**config.mk**
```make
export PLATFORM = sky130hd
export DESIGN_NAME = byte_apb_bridge
export DESIGN_NICKNAME = d
export VERILOG_FILES = /design/src/rtl/bridge_pkg.sv /design/src/rtl/bridge_lane_pick.sv /design/src/rtl/bridge_lane_merge.sv /design/src/rtl/byte_apb_bridge.sv
export SDC_FILE = /design/constraint.sdc
export NUM_CORES = 1
export LEC_CHECK = 0
export CAP_MARGIN = 10
export CORE_UTILIZATION = 39
export DETAILED_ROUTE_END_ITERATION = 7
export MAX_ROUTING_LAYER = met4
export PLACE_DENSITY = 0.82
export SETUP_SLACK_MARGIN = 0.02
export SYNTH_ARGS = -nofsm -noshare
export SYNTH_HDL_FRONTEND = slang
export SYNTH_SLANG_ARGS = --single-unit
```
**constraint.sdc**
```tcl
create_clock -name clk -period 1.88 [get_ports clk]
set_input_delay 0.376 -clock clk [delete_from_list [all_inputs] [get_ports clk]]
set_output_delay 0.376 -clock clk [all_outputs]
set_load 0.005 [all_outputs]
```
**src/rtl/bridge_pkg.sv**
```systemverilog
package bridge_pkg;
  typedef enum logic [1:0] {
    ST_IDLE   = 2'd0,
    ST_SETUP  = 2'd1,
    ST_ACCESS = 2'd2
  } br_state_t;
endpackage

```
**src/rtl/bridge_lane_pick.sv**
```systemverilog
module bridge_lane_pick #(
  parameter int LANES = 4,
  localparam int LSB_W = $clog2(LANES)
) (
  input  logic [8*LANES-1:0] word,
  input  logic [LSB_W-1:0]   lane,
  output logic [7:0]         byte_o
);
  always_comb begin
    byte_o = 8'(word >> {lane, 3'b000});
  end
endmodule

```
**src/rtl/bridge_lane_merge.sv**
```systemverilog
module bridge_lane_merge #(
  parameter int LANES = 4,
  localparam int LSB_W = $clog2(LANES)
) (
  input  logic [8*LANES-1:0] word,
  input  logic [LSB_W-1:0]   lane,
  input  logic [7:0]         byte_i,
  output logic [8*LANES-1:0] merged
);
  for (genvar i = 0; i < LANES; i++) begin : g_lane
    assign merged[8*i +: 8] = (lane == LSB_W'(i)) ? byte_i : word[8*i +: 8];
  end
endmodule

```
**src/rtl/byte_apb_bridge.sv**
```systemverilog
module byte_apb_bridge
  import bridge_pkg::*;
#(
  parameter int ADDR_W     = 16,
  parameter int DATA_W     = 32,
  parameter bit USE_STROBE = 1'b1,
  localparam int LANES = DATA_W / 8,
  localparam int LSB_W = $clog2(LANES)
) (
  input  logic              clk,
  input  logic              rst,
  input  logic [ADDR_W-1:0] nb_addr,
  input  logic [7:0]        nb_wdata,
  input  logic              nb_rd,
  input  logic              nb_wr,
  output logic [7:0]        nb_rdata,
  output logic              nb_ack,
  output logic              nb_err,
  output logic [ADDR_W-1:0] paddr,
  output logic              psel,
  output logic              penable,
  output logic              pwrite,
  output logic [DATA_W-1:0] pwdata,
  output logic [LANES-1:0]  pstrb,
  input  logic [DATA_W-1:0] prdata,
  input  logic              pready,
  input  logic              pslverr
);
  br_state_t        state;
  logic             op_wr_q;
  logic             rmw_rd_q;
  logic [LSB_W-1:0] lane_q;
  logic [7:0]       byte_q;
  logic [7:0]       picked;
  logic [DATA_W-1:0] merged;
  logic             req_go;

  assign req_go = (state == ST_IDLE) && !nb_ack && (nb_rd || nb_wr);

  bridge_lane_pick #(.LANES(LANES)) i_pick (
    .word(prdata), .lane(lane_q), .byte_o(picked)
  );

  bridge_lane_merge #(.LANES(LANES)) i_merge (
    .word(prdata), .lane(lane_q), .byte_i(byte_q), .merged(merged)
  );

  always_ff @(posedge clk) begin
    if (rst) begin
      state    <= ST_IDLE;
      op_wr_q  <= 1'b0;
      rmw_rd_q <= 1'b0;
      lane_q   <= '0;
      byte_q   <= '0;
      nb_rdata <= '0;
      nb_ack   <= 1'b0;
      nb_err   <= 1'b0;
      paddr    <= '0;
      psel     <= 1'b0;
      penable  <= 1'b0;
      pwrite   <= 1'b0;
      pwdata   <= '0;
      pstrb    <= '0;
    end else begin
      nb_ack <= 1'b0;
      nb_err <= 1'b0;
      case (state)
        ST_IDLE: begin
          if (req_go) begin
            lane_q   <= nb_addr[LSB_W-1:0];
            byte_q   <= nb_wdata;
            op_wr_q  <= nb_wr;
            rmw_rd_q <= nb_wr && !USE_STROBE;
            paddr    <= {nb_addr[ADDR_W-1:LSB_W], {LSB_W{1'b0}}};
            psel     <= 1'b1;
            penable  <= 1'b0;
            if (nb_wr && USE_STROBE) begin
              pwrite <= 1'b1;
              pwdata <= {LANES{nb_wdata}};
              pstrb  <= LANES'(1) << nb_addr[LSB_W-1:0];
            end else begin
              pwrite <= 1'b0;
              pstrb  <= '0;
            end
            state <= ST_SETUP;
          end
        end
        ST_SETUP: begin
          penable <= 1'b1;
          state   <= ST_ACCESS;
        end
        ST_ACCESS: begin
          if (pready) begin
            if (rmw_rd_q && !pslverr) begin
              rmw_rd_q <= 1'b0;
              pwrite   <= 1'b1;
              pwdata   <= merged;
              pstrb    <= '1;
              penable  <= 1'b0;
              state    <= ST_SETUP;
            end else begin
              psel     <= 1'b0;
              penable  <= 1'b0;
              pwrite   <= 1'b0;
              pstrb    <= '0;
              rmw_rd_q <= 1'b0;
              nb_ack   <= 1'b1;
              nb_err   <= pslverr;
              if (!op_wr_q) nb_rdata <= picked;
              state    <= ST_IDLE;
            end
          end
        end
        default: state <= ST_IDLE;
      endcase
    end
  end

  // Protocol checks
  assert_paddr_aligned_R2: assert property (@(posedge clk) disable iff (rst)
    psel |-> (paddr[LSB_W-1:0] == '0));
  assert_setup_then_access_R2: assert property (@(posedge clk) disable iff (rst)
    (psel && !penable) |=> (psel && penable));
  assert_wait_hold_R3: assert property (@(posedge clk) disable iff (rst)
    (psel && penable && !pready) |=>
      (psel && penable && $stable(paddr) && $stable(pwrite) && $stable(pwdata)));
  assert_ack_single_R5: assert property (@(posedge clk) disable iff (rst)
    nb_ack |=> !nb_ack);
  assert_err_only_with_ack_R8: assert property (@(posedge clk) disable iff (rst)
    nb_err |-> nb_ack);
  assert_read_no_strobe_R9: assert property (@(posedge clk) disable iff (rst)
    (psel && !pwrite) |-> (pstrb == '0));
  assert_ack_idle_R10: assert property (@(posedge clk) disable iff (rst)
    nb_ack |-> !psel);

  if (USE_STROBE) begin : g_strobe_chk
    assert_one_lane_R6: assert property (@(posedge clk) disable iff (rst)
      (psel && pwrite) |-> ($countones(pstrb) == 1));
  end else begin : g_merge_chk
    assert_full_word_R7: assert property (@(posedge clk) disable iff (rst)
      (psel && pwrite) |-> (pstrb == '1));
  end
endmodule

```
# Yosys cells after proc, flatten, opt, wreduce, memory -nomap -nowiden
# Cells that the tools add are included.
# totals
wordCells,81
reg_bits,77
out_inout_bits,65
# op_classes
n_eq_ne,10
n_shift,2
bitwise_logic,4
muxes,32
reduce_logical,19
# op_table
cell,count
$mux 32,4
$pmux 32 s2,1
$mux 8,4
$shr 32x5->8,1
$mux 4,4
$mux 1,11
$ne 2x2->1 const B,5
$pmux 4 s2,1
$reduce_and 4->1,2
$eq 2x2->1 const B,3
$pmux 1 s2,3
$pmux 2 s3,1
$reduce_and 3->1,2
$reduce_and 5->1,1
$eq 2x1->1 const B,2
$logic_not 2->1,2
$mux 2,2
$not 1->1,4
$reduce_and 2->1,2
$reduce_or 4->1,1
$shl 1x2->4 const A,1
$logic_and 1x1->1,3
$pmux 1 s3,1
$reduce_bool 3->1,1
other kinds (4),5

# Logic depth before layout (Yosys ltp)
# Gate-level depths: netlist of the first run.
# logic_depth
ltp_word,5
depth_mapped,6
depth_no_buf,4

# By module
# Synthesis of the first run repeated with hierarchy kept, for this count alone.
# hier_totals
cells_unflattened,269
hier_area_um2,2678.8
# modules_own_cells
mod,area_per_inst_um2,cells_each,instances,seq_area_each_um2
byte_apb_bridge,2482.4,259,1,1361.3
bridge_lane_pick,196.4,10,1,0.0

# Worst setup path after synthesis of the first run
# No wires, ideal clock.
# synth_path
kind,input-to-reg
startpoint,input rst
endpoint,register pwdata[14]
stages,5
arrival_ns,1.300
path_buffers,3
setup_slack_ns,0.463
path_cell_list,clkbuf_1 > and3b_1 > buf_6 > buf_4 > a22o_1
# synth_rtl
item,line_no,rtl
"start, declared",byte_apb_bridge.sv:11,"input logic rst,"
"end signal, assigned",byte_apb_bridge.sv:79,pwdata <= {LANES{nb_wdata}};
"end signal, assigned",byte_apb_bridge.sv:97,pwdata <= merged;
"end, declared",byte_apb_bridge.sv:23,"output logic [DATA_W-1:0] pwdata,"

# Worst setup path after layout of the first run
# layout_path
startpoint,register nb_ack
endpoint,output nb_ack
# layout_rtl
item,line_no,rtl
"start, declared",byte_apb_bridge.sv:17,"output logic nb_ack,"
"start signal, assigned",byte_apb_bridge.sv:56,nb_ack <= 1'b0;
"start signal, assigned",byte_apb_bridge.sv:65,nb_ack <= 1'b0;
"start signal, assigned",byte_apb_bridge.sv:107,nb_ack <= 1'b1;
# No word-level cell between the ends.

==> results.toml, run 1 <==
[run_status]
outcome = "complete, no violations"

[die]
io_pins = 127
die_h_um = 81.5
std_cell_rows = 28
die_w_um = 81.5
initial_core_util = 0.411
core_area_mm2 = 0.00599
fp.dieArea_mm2 = 0.00664

[routing]
wl_per_cell_um = 15.7
viasPerCell = 5.15
ant_nets = 0
dr.pass1.iters = 4
route.detailed.drc = 0
wl_mm = 6.67
vias = 2193
drt_iter0_markers = 96

[yosys]
syn_inst = 220
syn_area_mm2 = 0.00246
synth_fa_ha_area_frac = 0
synth_compound_area_frac = 0.220
async_flop_share = 0
yosysTopAreaCell = "dfxtp_1"
synth-simple-area-share = 0.0950
yosys_most_used_dff = "dfxtp_1"
synthMuxAreaShare = 0.0732
synthTopCellsByArea = "dfxtp_1 (55%), a22o_1 (15%), mux4_2 (7.3%)"
synth_top_area_share = 0.553
seq_area_frac_synth = 0.553
synth-xor-area-share = 0
yosys.cell_types.count = 29
synth_edf_count = 0
synth_top_family_by_area = "compound AO/OA/AOI/OAI gates"
syn_avg_cell_area_um2 = 11.2
ys_ff_latch = 68
yosysWarnings = 0

[worst_setup_path]
crit_fanout = 3
required_ps = 1500
crit_start = "nb_ack$_SDFF_PP0_"
end_kind = "output pin"
criticalPathCategory = "reg2out"
crit_slowest_cell = "clkdlybuf4s50_1"
cp_cell_sequence = "clkdlybuf4s50_1"
cp_slowest_stage_delay_ps = 540
cp_top_family = "buffers and inverters"
crit_arrival_ps = 1300
crit_buf_inv = 1
crit_path_start_kind = "register"
r2r_start = "state[1]$_SDFFE_PP0P_"

[pwr]
clkPwrFrac = 0.346
p_per_area_mw_per_mm2 = 880
internal_power_mw = 2.62
p_switching_mw = 0.881
switching_share = 0.251
total_power_mw = 3.50
pwr-share-seq = 0.462
comb_power_share = 0.192
leakagePower_nw = 1.53
peakVddDrop_mv = 0.582

[sta]
fin_skew_ps = 12.0
fmax_mhz = 595
rsz0062_at_grt = "false"
setup_ws_ps = 200
maxSlewViolCount = 0
finalSetupTns_ps = 0
period_share = 0.893
holdWs_ps = 456
setup_viol = 0
finalCriticalPeriod_ps = 1680
slew_headroom = 0.602
hold_viol_final = 0
tightest_slew_ps = 595

[placement]
placed_cell_area_mm2 = 0.00378
pre_cts_ws_ps = 25.8
io_buffers = 124
gp_congestion = 0.779
hpwl_mm = 4.92

[clock_network]
postCtsHoldBufs = 0
postCtsSetupBuffers = 0
cts_tree = "built"
htree_levels = 3
cts_sinks = 68
ctsResizeCount = 0
clk_pin_slew_ps = 70
cts_root_buf = "clkbuf_8"
worstSkewPairLatency_ps = 340
cts_buffers = 9
cts.path.max_buffers = 2

[grt]
first_global_vias = 2176
antenna_found_initial = 0
grt_pass1_wl_mm = 10.3
overflow = 0
grt_max_degree = 38
track_usage = 0.214

[hold_path]
hp-start = "paddr[9]$_SDFFE_PP0P_"
hold_path.class = "reg2reg"

[final_layout]
layout.nets = 408
area_growth_pct = 61.7
final_area_mm2 = 0.00398
n_antenna_cell = 0
final_layout_size_suffix_gt1_frac = 0.117

[flow_run]
drv_cap = 0
## Yosys cell counts (2+ instances only)
library cell	n
a22o_1	41
buf_2	5
a21oi_1	21
a32o_1	2
buf_4	6
nor2_1	7
clkbuf_1	5
dfxtp_1	68
mux4_2	8
inv_1	2
nand3b_1	2
buf_6	2
nand2_1	35
## through the flow
stage	std cells	utilization
2_1_floorplan	221	-
3_3_place_gp	410	0.631
3_5_place_dp	410	0.631
4_1_cts	426	0.665
5_1_grt	426	0.665
6_report	426	0.665
## metal layers
metal	routed length, µm	global-route usage	vias up
li1	-	-	1044
met1	2850	0.255	1068
met2	3370	0.349	68
met3	299	0.0411	13
met4	149	0.0982	0
met5	0	-	-
## registers in the layout, indices dropped and copies added (netlist names)
register	count
lane_q	2
nb_ack	1
nb_err	1
nb_rdata	8
op_wr_q	1
paddr	14
penable	1
psel	1
pstrb	4
pwdata	32
pwrite	1
state	2
## power groups by stage
stage | logic, mW | registers [mW] | clock network, mW
after floorplan | 0.283 | 1.64 | 0
after global placement | 0.660 | 1.64 | 0
after detailed placement | 0.677 | 1.65 | 0
after CTS | 0.680 | 1.62 | 1.23
after global routing | 0.728 | 1.63 | 1.30
final | 0.673 | 1.62 | 1.21
## layout by cell type (no fill, tap or decap), types with 2 or more instances in the layout
cell type        netlist  final
buf_12                 1      3
inv_1                  2      2
clkinv_2               0      3
mux4_2                 8      8
a22o_1                41     41
clkdlybuf4s50_1        0    124
buf_4                  6      7
nor2_1                 7      7
conb_1                 1      2
a32o_1                 2      2
nand3b_1               2      2
nand2_1               35     35
a21oi_1               21     20
clkbuf_8               0     10
dfxtp_1               68     68
## area by class of cell
class / instances / area (µm²)
inverters: 2 / 7.51
fillers: 477 / 2010
well taps: 75 / 93.8
clock buffers: 10 / 138
clock inverters: 6 / 61.3
flip-flops and latches: 68 / 1360
multi-input cells: 131 / 966
repair buffers: 134 / 1350
## worst paths after layout
kind | cells past startpoint | endpoint | slack, ps
hold / removal | 2 | paddr[9]$_SDFFE_PP0P_ | 460
setup / recovery | 1 | nb_ack | 200
setup reg to reg | 5 | paddr[7]$_SDFFE_PP0P_ | 390
hold reg to reg | 2 | paddr[9]$_SDFFE_PP0P_ | 460
## cells by family (layout without fill, tap and decap cells)
kind of cell    Yosys count  in the layout
compound gates           70             70
flops                    68             68
mux                       8              8
simple gates             51             51
other cells               1              2
buf+inv                  22            152
Power figures use the tool's default switching activity.
==> run 2: changes to the inputs <==
==> constraint.sdc (replaced) <==
create_clock -name clk -period 1.7 [get_ports clk]
set_input_delay 0.34 -clock clk [delete_from_list [all_inputs] [get_ports clk]]
set_output_delay 0.34 -clock clk [all_outputs]
set_load 0.005 [all_outputs]
==> results.toml, run 2 (synthesis gave the netlist of run 1 again) <==
[grt]
track_usage = 0.203
grt_max_degree = 38
grt_pass1_wl_mm = 9.72
overflow = 0
first_global_vias = 2024
antenna_found_initial = 0

[pwr]
internal_power_mw = 2.82
clkPwrFrac = 0.320
peakVddDrop_mv = 0.574
p_switching_mw = 0.902
switching_share = 0.242
leakagePower_nw = 1.52
pwr-share-seq = 0.480
comb_power_share = 0.199
total_power_mw = 3.72
p_per_area_mw_per_mm2 = 938

[placement]
dp_cells = 411
io_buffers = 124
gp_congestion = 0.742
pre_cts_ws_ps = -79.3
hpwl_mm = 4.63
placed_cell_area_mm2 = 0.00379

[sta]
slew_headroom = 0.637
finalSetupTns_ps = 0
tightest_slew_ps = 543
rsz0062_at_grt = "false"
finalCriticalPeriod_ps = 1570
fin_skew_ps = 12.0
maxSlewViolCount = 0
setup_viol = 0
hold_viol_final = 0
setup_ws_ps = 127
fmax_mhz = 636
period_share = 0.925
holdWs_ps = 456

[worst_setup_path]
reg2regPathDepth = 5
crit_buf_inv = 1
crit_path_start_kind = "register"
crit_slowest_cell = "clkdlybuf4s50_1"
r2r_slack_ps = 250
cp_top_family = "buffers and inverters"
crit_fanout = 3
cp_slowest_stage_delay_ps = 530
required_ps = 1360
r2r_end = "pstrb[1]$_SDFFE_PP0P_"
cp_cell_sequence = "clkdlybuf4s50_1"
crit_arrival_ps = 1230
r2r_start = "state[1]$_SDFFE_PP0P_"
end_kind = "output pin"
criticalPathCategory = "reg2out"

[final_layout]
n_antenna_cell = 0
top_regs = "pwdata: 32 flops, paddr: 14 flops, nb_rdata: 8 flops"
area_growth_pct = 61.2
final_cells = 425
layout.nets = 409
final_layout_size_suffix_gt1_frac = 0.117
top_register = "pwdata"
largest_reg_flops = 32
final_area_mm2 = 0.00397
utilization = 0.662
final_common_cell = "clkdlybuf4s50_1"
final_cell_mix = "clkdlybuf4s50_1 (124), dfxtp_1 (67), a22o_1 (41)"

[clock_network]
cts_sinks = 68
cts_buffers = 9
cts_root_buf = "clkbuf_8"
htree_levels = 3
cts_tree = "built"
clk_pin_slew_ps = 70
cts.path.max_buffers = 2
postCtsHoldBufs = 0
worstSkewPairLatency_ps = 330
ctsResizeCount = 0
postCtsSetupBuffers = 0

[routing]
viasPerCell = 5.11
wl_mm = 6.40
vias = 2171
ant_nets = 0
drt_iter0_markers = 77
route.detailed.drc = 0
dr.pass1.iters = 4
wl_per_cell_um = 15.1

[die]
fp.dieArea_mm2 = 0.00664
initial_core_util = 0.411
core_area_mm2 = 0.00599
die_w_um = 81.5
std_cell_rows = 28
io_pins = 127
die_h_um = 81.5

[hold_path]
hp-start = "paddr[8]$_SDFFE_PP0P_"
hold-path-endpoint = "paddr[8]$_SDFFE_PP0P_"
whs_path_depth = 2
hold_path.class = "reg2reg"

[run_status]
outcome = "complete, no violations"

[flow_run]
drv_cap = 0
-- run 2: changes by cell type in the layout (fill, tap and decap cells not counted), sizes merged --
cell | before | now
clkbuf | 10 | 13
bufinv | 1 | 0
inv | 3 | 2
buf | 10 | 11
clkinv | 3 | 0
-- run 2: final cells by class --
cell class	count	area, µm²
fillers	465	2020
flip-flops and latches	68	1360
clock inverters	1	7.51
multi-input cells	131	967
clock buffers	13	169
well taps	75	93.8
inverters	2	7.51
repair buffers	135	1360
-- run 2: worst max-delay path by stage --
stage                           start                  endpoint  slack (ps)  depth (start not counted)
4_1_cts             nb_ack$_SDFF_PP0_                    nb_ack          40                          1
2_1_floorplan  lane_q[0]$_SDFFE_PP0P_  nb_rdata[0]$_SDFFE_PP0P_         320                          3
6_report            nb_ack$_SDFF_PP0_                    nb_ack         130                          1
3_5_place_dp                    nb_wr    paddr[10]$_SDFFE_PP0P_         -80                          5
3_3_place_gp                    nb_wr     paddr[8]$_SDFFE_PP0P_         -10                          5
5_1_grt             nb_ack$_SDFF_PP0_                    nb_ack          90                          1
-- run 2: power groups by stage --
stage | Combinational (mW) | Clock, mW | Sequential, mW
4_1_cts | 0.748 | 1.21 | 1.79
3_5_place_dp | 0.743 | 0 | 1.82
5_1_grt | 0.801 | 1.28 | 1.80
6_report | 0.743 | 1.19 | 1.79
3_3_place_gp | 0.730 | 0 | 1.82
2_1_floorplan | 0.313 | 0 | 1.82
-- run 2: routing by layer --
metal,routed length [µm],share of wire,vias to the layer above,track usage
met3,243,0.038,15,0.0389
li1,-,-,1043,-
met5,0,0,-,-
met1,2840,0.44,1051,0.252
met4,172,0.027,0,0.111
met2,3140,0.49,62,0.310
-- run 2: tightest hold or removal path, cell delays in order (launching register included) --
cell,delay [ps]
dfxtp_1,310
nand2_1,50
a21oi_1,50
==> run 3: changes to the inputs <==
--- a/config.mk
+++ b/config.mk
@@ -5,7 +5,7 @@
 export SDC_FILE = /design/constraint.sdc
 export NUM_CORES = 1
 export LEC_CHECK = 0
-export CAP_MARGIN = 10
+export CAP_MARGIN = 5
 export CORE_UTILIZATION = 39
 export DETAILED_ROUTE_END_ITERATION = 7
 export MAX_ROUTING_LAYER = met4
==> results of run 3 <==
No change in the layout: final DEF, timing and power equal those of run 2.
